**src/rtl/dbp_pkg.sv**
```systemverilog
package dbp_pkg;

    typedef enum logic [1:0] {
        LN_EMPTY = 2'd0,
        LN_LIVE  = 2'd1,
        LN_DEAD  = 2'd2
    } line_state_e;

endpackage

```
**src/rtl/dbp_fold.sv**
```systemverilog
module dbp_fold #(
    parameter int IN_W  = 6,
    parameter int OUT_W = 3
) (
    input  logic [IN_W-1:0]  din,
    output logic [OUT_W-1:0] dout
);

    // XOR fold: input bit i lands on output bit i mod OUT_W
    always_comb begin
        dout = '0;
        for (int i = 0; i < IN_W; i++) begin
            dout[i % OUT_W] = dout[i % OUT_W] ^ din[i];
        end
    end

endmodule

```
**src/rtl/dbp_pred_table.sv**
```systemverilog
module dbp_pred_table #(
    parameter int AH_W  = 3,
    parameter int PH_W  = 3,
    parameter int CNT_W = 4
) (
    input  logic             clk,
    input  logic             rst_n,
    input  logic [AH_W-1:0]  rd_ha,
    input  logic [PH_W-1:0]  rd_hp,
    output logic [CNT_W-1:0] rd_cnt,
    output logic             rd_conf,
    input  logic             wr_en,
    input  logic [AH_W-1:0]  wr_ha,
    input  logic [PH_W-1:0]  wr_hp,
    input  logic [CNT_W-1:0] wr_cnt
);

    localparam int IDX_W   = AH_W + PH_W;
    localparam int ENTRIES = 1 << IDX_W;

    logic [CNT_W-1:0]   cnt_q [ENTRIES];
    logic [ENTRIES-1:0] conf_q;
    logic [IDX_W-1:0]   rd_idx;
    logic [IDX_W-1:0]   wr_idx;

    assign rd_idx = {rd_ha, rd_hp};
    assign wr_idx = {wr_ha, wr_hp};

    // Read is combinational: a same-cycle write is not visible yet
    always_comb begin
        rd_cnt  = cnt_q[rd_idx];
        rd_conf = conf_q[rd_idx];
    end

    always_ff @(posedge clk) begin
        if (!rst_n) begin
            for (int e = 0; e < ENTRIES; e++) begin
                cnt_q[e] <= '1;
            end
            conf_q <= '0;
        end else if (wr_en) begin
            conf_q[wr_idx] <= (cnt_q[wr_idx] == wr_cnt);
            cnt_q[wr_idx]  <= wr_cnt;
        end
    end

    AST_CONF_DROPS_ON_MISMATCH: assert property (@(posedge clk) disable iff (!rst_n)
        (wr_en && (cnt_q[wr_idx] != wr_cnt)) |=> !conf_q[$past(wr_idx)]);

    AST_EVICT_COUNT_RECORDED: assert property (@(posedge clk) disable iff (!rst_n)
        wr_en |=> (cnt_q[$past(wr_idx)] == $past(wr_cnt)));

endmodule

```
**src/rtl/dbp_line_meta.sv**
```systemverilog
module dbp_line_meta
    import dbp_pkg::*;
#(
    parameter int AH_W  = 3,
    parameter int PH_W  = 3,
    parameter int CNT_W = 4
) (
    input  logic             clk,
    input  logic             rst_n,
    input  logic             load,
    input  logic [AH_W-1:0]  load_ha,
    input  logic [PH_W-1:0]  load_hp,
    input  logic [CNT_W-1:0] load_thr,
    input  logic             load_arm,
    input  logic             clear,
    input  logic             hit,
    output line_state_e      state_o,
    output logic [CNT_W-1:0] cnt_o,
    output logic [AH_W-1:0]  ha_o,
    output logic [PH_W-1:0]  hp_o,
    output logic             dead_hit_o
);

    localparam logic [CNT_W-1:0] CNT_MAX = '1;

    line_state_e      state_q, state_d;
    logic [CNT_W-1:0] cnt_q, thr_q, cnt_inc;
    logic [AH_W-1:0]  ha_q;
    logic [PH_W-1:0]  hp_q;
    logic             arm_q;
    logic             hit_ok;
    logic             reach;

    // A hit counts only on a resident line not being replaced this cycle
    assign hit_ok  = hit && !load && !clear && (state_q != LN_EMPTY);
    assign cnt_inc = (cnt_q == CNT_MAX) ? cnt_q : cnt_q + 1'b1;
    assign reach   = arm_q && (cnt_inc >= thr_q);

    always_comb begin
        state_d = state_q;
        unique case (state_q)
            LN_EMPTY: begin
                if (load) state_d = LN_LIVE;
            end
            LN_LIVE: begin
                if (load)                 state_d = LN_LIVE;
                else if (clear)           state_d = LN_EMPTY;
                else if (hit_ok && reach) state_d = LN_DEAD;
            end
            LN_DEAD: begin
                if (load)       state_d = LN_LIVE;
                else if (clear) state_d = LN_EMPTY;
            end
            default: state_d = LN_EMPTY;
        endcase
    end

    always_ff @(posedge clk) begin
        if (!rst_n) state_q <= LN_EMPTY;
        else        state_q <= state_d;
    end

    always_ff @(posedge clk) begin
        if (!rst_n) begin
            cnt_q <= '0;
            thr_q <= '0;
            arm_q <= 1'b0;
            ha_q  <= '0;
            hp_q  <= '0;
        end else if (load) begin
            cnt_q <= '0;
            thr_q <= load_thr;
            arm_q <= load_arm;
            ha_q  <= load_ha;
            hp_q  <= load_hp;
        end else if (hit_ok) begin
            cnt_q <= cnt_inc;
        end
    end

    always_comb begin
        state_o    = state_q;
        cnt_o      = cnt_q;
        ha_o       = ha_q;
        hp_o       = hp_q;
        dead_hit_o = hit_ok && ((state_q == LN_DEAD) || reach);
    end

    AST_CNT_NO_WRAP: assert property (@(posedge clk) disable iff (!rst_n)
        (hit_ok && (cnt_q == CNT_MAX)) |=> (cnt_q == CNT_MAX));

    AST_LOAD_CLEARS_CNT: assert property (@(posedge clk) disable iff (!rst_n)
        load |=> ((cnt_q == '0) && (state_q == LN_LIVE)));

    AST_EVICT_EMPTIES: assert property (@(posedge clk) disable iff (!rst_n)
        (clear && !load) |=> (state_q == LN_EMPTY));

    AST_DEAD_IS_ARMED: assert property (@(posedge clk) disable iff (!rst_n)
        (state_q == LN_DEAD) |-> arm_q);

    AST_EMPTY_HIT_IGNORED: assert property (@(posedge clk) disable iff (!rst_n)
        (hit && !load && (state_q == LN_EMPTY)) |=> (state_q == LN_EMPTY));

endmodule

```
**src/rtl/dbp_bypass_predictor.sv**
```systemverilog
module dbp_bypass_predictor
    import dbp_pkg::*;
#(
    parameter int LINES    = 4,
    parameter int ADDR_W   = 12,
    parameter int OFFSET_W = 6,
    parameter int PC_W     = 8,
    parameter int PC_LSB   = 2,
    parameter int AH_W     = 3,
    parameter int PH_W     = 3,
    parameter int CNT_W    = 4,
    localparam int LINE_W  = (LINES > 1) ? $clog2(LINES) : 1
) (
    input  logic              clk,
    input  logic              rst_n,
    input  logic              fill_valid,
    input  logic [ADDR_W-1:0] fill_addr,
    input  logic [PC_W-1:0]   fill_pc,
    input  logic [LINE_W-1:0] fill_line,
    input  logic              hit_valid,
    input  logic [LINE_W-1:0] hit_line,
    input  logic              evict_valid,
    input  logic [LINE_W-1:0] evict_line,
    output logic              dec_valid,
    output logic              dec_bypass,
    output logic              hit_resp_valid,
    output logic              hit_resp_dead
);

    localparam int A_IN_W = ADDR_W - OFFSET_W;
    localparam int P_IN_W = PC_W - PC_LSB;

    logic [AH_W-1:0]  f_ha;
    logic [PH_W-1:0]  f_hp;
    logic [CNT_W-1:0] tb_cnt;
    logic             tb_conf;
    logic             bypass_w;

    line_state_e      st_l  [LINES];
    logic [CNT_W-1:0] cnt_l [LINES];
    logic [AH_W-1:0]  ha_l  [LINES];
    logic [PH_W-1:0]  hp_l  [LINES];
    logic [LINES-1:0] dead_v;

    line_state_e      ev_st;
    logic [CNT_W-1:0] ev_cnt;
    logic [AH_W-1:0]  ev_ha;
    logic [PH_W-1:0]  ev_hp;
    logic             ev_wr;

    logic dec_valid_q, dec_bypass_q, hresp_valid_q, hresp_dead_q;

    dbp_fold #(.IN_W(A_IN_W), .OUT_W(AH_W)) u_addr_fold (
        .din  (fill_addr[ADDR_W-1:OFFSET_W]),
        .dout (f_ha)
    );

    dbp_fold #(.IN_W(P_IN_W), .OUT_W(PH_W)) u_pc_fold (
        .din  (fill_pc[PC_W-1:PC_LSB]),
        .dout (f_hp)
    );

    always_comb begin
        ev_st  = st_l[evict_line];
        ev_cnt = cnt_l[evict_line];
        ev_ha  = ha_l[evict_line];
        ev_hp  = hp_l[evict_line];
        ev_wr  = evict_valid && (ev_st != LN_EMPTY);
    end

    dbp_pred_table #(.AH_W(AH_W), .PH_W(PH_W), .CNT_W(CNT_W)) u_table (
        .clk     (clk),
        .rst_n   (rst_n),
        .rd_ha   (f_ha),
        .rd_hp   (f_hp),
        .rd_cnt  (tb_cnt),
        .rd_conf (tb_conf),
        .wr_en   (ev_wr),
        .wr_ha   (ev_ha),
        .wr_hp   (ev_hp),
        .wr_cnt  (ev_cnt)
    );

    assign bypass_w = tb_conf && (tb_cnt == '0);

    for (genvar g = 0; g < LINES; g++) begin : g_line
        logic ld, clr, ht;
        assign ld  = fill_valid  && !bypass_w && (fill_line == LINE_W'(g));
        assign clr = evict_valid && (evict_line == LINE_W'(g));
        assign ht  = hit_valid   && (hit_line == LINE_W'(g));

        dbp_line_meta #(.AH_W(AH_W), .PH_W(PH_W), .CNT_W(CNT_W)) u_meta (
            .clk        (clk),
            .rst_n      (rst_n),
            .load       (ld),
            .load_ha    (f_ha),
            .load_hp    (f_hp),
            .load_thr   (tb_cnt),
            .load_arm   (tb_conf),
            .clear      (clr),
            .hit        (ht),
            .state_o    (st_l[g]),
            .cnt_o      (cnt_l[g]),
            .ha_o       (ha_l[g]),
            .hp_o       (hp_l[g]),
            .dead_hit_o (dead_v[g])
        );
    end

    always_ff @(posedge clk) begin
        if (!rst_n) begin
            dec_valid_q   <= 1'b0;
            dec_bypass_q  <= 1'b0;
            hresp_valid_q <= 1'b0;
            hresp_dead_q  <= 1'b0;
        end else begin
            dec_valid_q   <= fill_valid;
            dec_bypass_q  <= fill_valid && bypass_w;
            hresp_valid_q <= hit_valid;
            hresp_dead_q  <= hit_valid && (|dead_v);
        end
    end

    always_comb begin
        dec_valid      = dec_valid_q;
        dec_bypass     = dec_bypass_q;
        hit_resp_valid = hresp_valid_q;
        hit_resp_dead  = hresp_dead_q;
    end

    AST_DEC_AFTER_FILL: assert property (@(posedge clk) disable iff (!rst_n)
        fill_valid |=> dec_valid);

    AST_NO_DEC_WITHOUT_FILL: assert property (@(posedge clk) disable iff (!rst_n)
        !fill_valid |=> (!dec_valid && !dec_bypass));

    AST_DEAD_NEEDS_HIT: assert property (@(posedge clk) disable iff (!rst_n)
        hit_resp_dead |-> hit_resp_valid);

    AST_SINGLE_DEAD_LINE: assert property (@(posedge clk) disable iff (!rst_n)
        $onehot0(dead_v));

endmodule

```
**config.mk**
```make
export PLATFORM = sky130hd
export DESIGN_NAME = dbp_bypass_predictor
export DESIGN_NICKNAME = d
export VERILOG_FILES = /design/src/rtl/dbp_pkg.sv /design/src/rtl/dbp_fold.sv /design/src/rtl/dbp_pred_table.sv /design/src/rtl/dbp_line_meta.sv /design/src/rtl/dbp_bypass_predictor.sv
export SDC_FILE = /design/constraint.sdc
export NUM_CORES = 1
export LEC_CHECK = 0
export BUFFER_PORTS_ARGS = -buffer_cell sky130_fd_sc_hd__buf_2
export CAP_MARGIN = 30
export CELL_PAD_IN_SITES_DETAIL_PLACEMENT = 0
export CELL_PAD_IN_SITES_GLOBAL_PLACEMENT = 2
export CORE_ASPECT_RATIO = 0.5
export CORE_UTILIZATION = 48
export CTS_BUF_LIST = sky130_fd_sc_hd__clkbuf_16
export DETAILED_ROUTE_END_ITERATION = 8
export GPL_TIMING_DRIVEN = 0
export PLACE_DENSITY = 0.84
export SYNTH_ARGS = -nofsm -noshare
export SYNTH_HDL_FRONTEND = slang
export SYNTH_HIERARCHICAL = 1
export SYNTH_SLANG_ARGS = --single-unit
```
**constraint.sdc**
```tcl
create_clock -name clk -period 8.2 [get_ports clk]
set_input_delay 0.82 -clock clk [delete_from_list [all_inputs] [get_ports clk]]
set_output_delay 0.82 -clock clk [all_outputs]
set_load 0.05 [all_outputs]
```
==> results.md <==
- Outcome: completed
- CTS clk-pin slew, worst paths: 0.06 ns
- DRT iter0 DRCs: 3195
- Worst Path Class, Setup: input port to flip-flop
- Clock root cell: clkbuf_16
- Vias post-DR: 18666
- Crit path DAT: 6.31 ns
- Reg2reg end: u_table/cnt_q[6][2]
- H-tree levels: 2
- CP Launch Type: input port
- Beginning of the worst hold path: u_table/conf_q[19]
- Critical path's top delay family: buffers and inverters
- Pin count of the biggest net entering global routing: 26
- PwrDens: 186 nW/um^2
- Crit Path Max Fanout: 10
- Sw Share: 27.9%
- Uppermost layer routed: met5
- Worst EP required: 8.38 ns
- Min-Delay Endpoint: u_table/conf_q[19]
- Post-Syn Area per Cell: 12.2 um^2
- Initial antenna violation count: 11
- Row cnt: 55
- FMAX: 163 MHz
- Hold slack: 0.485 ns
- CP cell instances: buf_2 > buf_2 > mux4_2 > buf_2 > buf_1 > clkbuf_1 > nand2_1 > nor2_1 > nand2_1 > clkbuf_1 > buf_8 > o21ai_0
- Final Critical Period: 6.12 ns
- Residual DRC: 0
- CTS Hold Bufs: 0
- Met2 WL: 41000 um
- Post-Layout Cell Count: 2535
- Register area share after synthesis: 47.3%
- Hold path depth: 2
- Crit path capture type: flip-flop
- Core area: 45200 um^2
- I/O pin cnt: 35
- Most used DFF post-synth: edfxtp_1
- Combinational share of power: 13.5%
- Worst reg2reg path startpoint: g_line[1].u_meta/hp_o[1]
- Final net count: 1953
- Setup bufs post-CTS: 0
- Cells after synthesis: 1801
- Number of port buffers: 25
- Wirelength, routed: 102000 um
- Clock sinks: 392
- Tightest Hold Check Type: flip-flop to flip-flop
- # setup viols final: 0
- Dpl cells: 2457
- First-pass GRT wire length: 138000 um
- Synth warn: 6
- EDFF count, synth: 256
- Internal power: 3.31 mW
- Worst path bufs/invs: 7
- Fin. max-slew vios: 0
- RSZ-0062 raised after global routing: false
- Filler instances: 3892
- Yosys cell types: 72
- Setup tns final: 0 ns
- Post-route cell area: 24600 um^2
- Die H: 153 um
- Post-DP Area: 23300 um^2
- Async S/R FF share, synth: 0%
- Starting Density: 48.6%
- CP max stage delay: 0.85 ns
- CTS tree: yes
- Syn Nets: 1852
- Metal-1 WL: 38000 um
- Die ar.: 46700 um^2
- Clock power frac: 40.3%
- Clk_lat worst skew: 0.57 ns
- CTS Buffer Depth: 3
- Register Area: 10400 um^2
- Slowest-stage cell, CP: nor2_1
- Gr usage total: 43.2%
- Maximum Capacitance Violations: 0
- Core Util, Final: 54.5%
- Worst slew margin: 21.3%
- Worst path depth: 12
- Vias per std cell: 7.36
- Vias in the first global route: 17544
- Worst R2R Path Depth: 10
- Total power: 4.58 mW
- Number of nets with antenna violations after routing: 0
- Reg2Reg Setup Slack: 2.41 ns
- Maximum VDD drop: 0.137 mV
- Die X: 305 um
- Most frequent CP cell: buf_2
- Seq cells post-synth: 392
- Hold Vio Cnt, Final: 0
- Tcrit/Tclk final: 74.7%
- Post-Syn Area: 22000 um^2
- DRT Pass-1 Iters: 6
- Leakage: 6.86 nW
- Area growth syn-to-layout: 12.0%
- Routed len/inst: 40.1 um
- Reg power frac: 46.2%
- Tightest Pin Transition: 1.18 ns
- Layout cells sized above 1: 24.7%
- Dpl ws: 1.58 ns
- DP Wirelength: 77300 um
- Area occupied by multi-input gates: 10700 um^2
- RePlAce Congestion: 1.07
- Total congestion overflow: 0
- P_sw: 1.28 mW
- TritonCTS Buffers: 38
- Skew final: 0.0184 ns
- Metal3 WL: 18500 um
- Critical path origin: evict_line[1]
- Post-CTS Resized: 0
- Worst Slack Setup Final: 2.08 ns
## sequential cells by signal, indices dropped and copies added (netlist names), 4 cells and up
signal	flops
g_line.u_meta/arm_q	4
g_line.u_meta/thr_q	16
g_line.u_meta/state_o	8
g_line.u_meta/hp_o	12
g_line.u_meta/ha_o	12
u_table/conf_q	64
g_line.u_meta/cnt_o	16
u_table/cnt_q	256
## layout by cell type (no fill, tap or decap), types with 19 or more instances in the layout
cell type | netlist | layout
buf_2 | 30 | 57
o211ai_1 | 59 | 59
nor2b_1 | 60 | 60
buf_8 | 0 | 20
a21oi_1 | 19 | 19
nor2_1 | 68 | 67
dfxtp_1 | 136 | 136
or3_1 | 91 | 91
clkbuf_1 | 118 | 117
nand3_1 | 53 | 53
edfxtp_1 | 256 | 256
nand2b_1 | 24 | 24
nand2_1 | 112 | 112
mux4_2 | 148 | 148
o21ai_0 | 94 | 92
clkbuf_16 | 0 | 41
or2_2 | 84 | 84
mux2i_1 | 77 | 77
ha_1 | 20 | 20
o41ai_2 | 34 | 34
inv_1 | 27 | 34
## how the worst max path moves through the flow
stage                                endpoint  slack, ns
global route        g_line[0].u_meta/cnt_o[2]       2.01
finish                    u_table/cnt_q[6][2]       2.08
floorplan           g_line[1].u_meta/cnt_o[1]       3.10
CTS                 g_line[3].u_meta/cnt_o[2]       2.16
global placement    g_line[2].u_meta/cnt_o[1]       1.36
detailed placement  g_line[0].u_meta/cnt_o[1]       1.58
## metal layers
metal / track usage (%) / vias up
met5: 1.01 / -
li1: - / 7224
met3: 23.8 / 280
met2: 59.7 / 1717
met4: 14.2 / 6
met1: 56.8 / 9439
## cell families after synthesis
logic type	Yosys count	synth area share [%]
AND/OR/NAND/NOR	584	15.0
flip-flops	392	47.3
AO/OA/AOI/OAI	341	12.0
multiplexers	240	19.6
buffers and inverters	210	4.27
adder cells (fa/ha/maj)	20	1.14
XOR/XNOR	14	0.558
## synthesized netlist by cell type, types with 12 or more instances
library cell	count	area (um^2)
edfxtp_1	256	7690
mux4_2	148	3330
dfxtp_1	136	2720
clkbuf_1	118	443
nand2_1	112	420
o21ai_0	94	470
or3_1	91	569
or2_2	84	526
mux2i_1	77	771
nor2_1	68	255
nor2b_1	60	375
o211ai_1	59	443
nand3_1	53	265
o41ai_2	34	553
buf_2	30	150
inv_1	27	101
nand2b_1	24	150
ha_1	20	250
a21oi_1	19	95.1
o22ai_1	18	113
buf_1	17	63.8
o221ai_1	15	131
o31ai_1	14	105
a31oi_1	13	81.3
a221oi_1	12	105
mux2_2	12	135
## worst reg2reg max path, stage by stage (launching register included)
cell and delay, ns:
dfxtp_1 0.34, mux4_2 0.31, buf_2 0.44, buf_1 0.78
clkbuf_1 0.71, nand2_1 0.20, nor2_1 0.85, nand2_1 0.30
clkbuf_1 0.45, buf_8 0.30, o21ai_0 0.74
## power groups by stage
stage                     Clock (mW)  Sequential (mW)  Combinational [mW]
after global placement             0             2.16               0.544
after detailed placement           0             2.16               0.580
after CTS                       1.85             2.12               0.581
after floorplan                    0             2.16               0.326
final                           1.85             2.12               0.620
after global routing            1.92             2.12               0.620
## cell type report
| class | count | share of cell area, % |
|---|---|---|
| multi-input cells | 1199 | 43.3 |
| flip-flops and latches | 392 | 42.3 |
| clock buffers | 41 | 4.16 |
| plain buffers | 183 | 3.41 |
| well taps | 598 | 3.04 |
| repair buffers | 61 | 2.45 |
| clock inverters | 28 | 0.894 |
| inverters | 27 | 0.411 |
| diodes | 6 | 0.0609 |
Power figures use the tool's default switching activity.
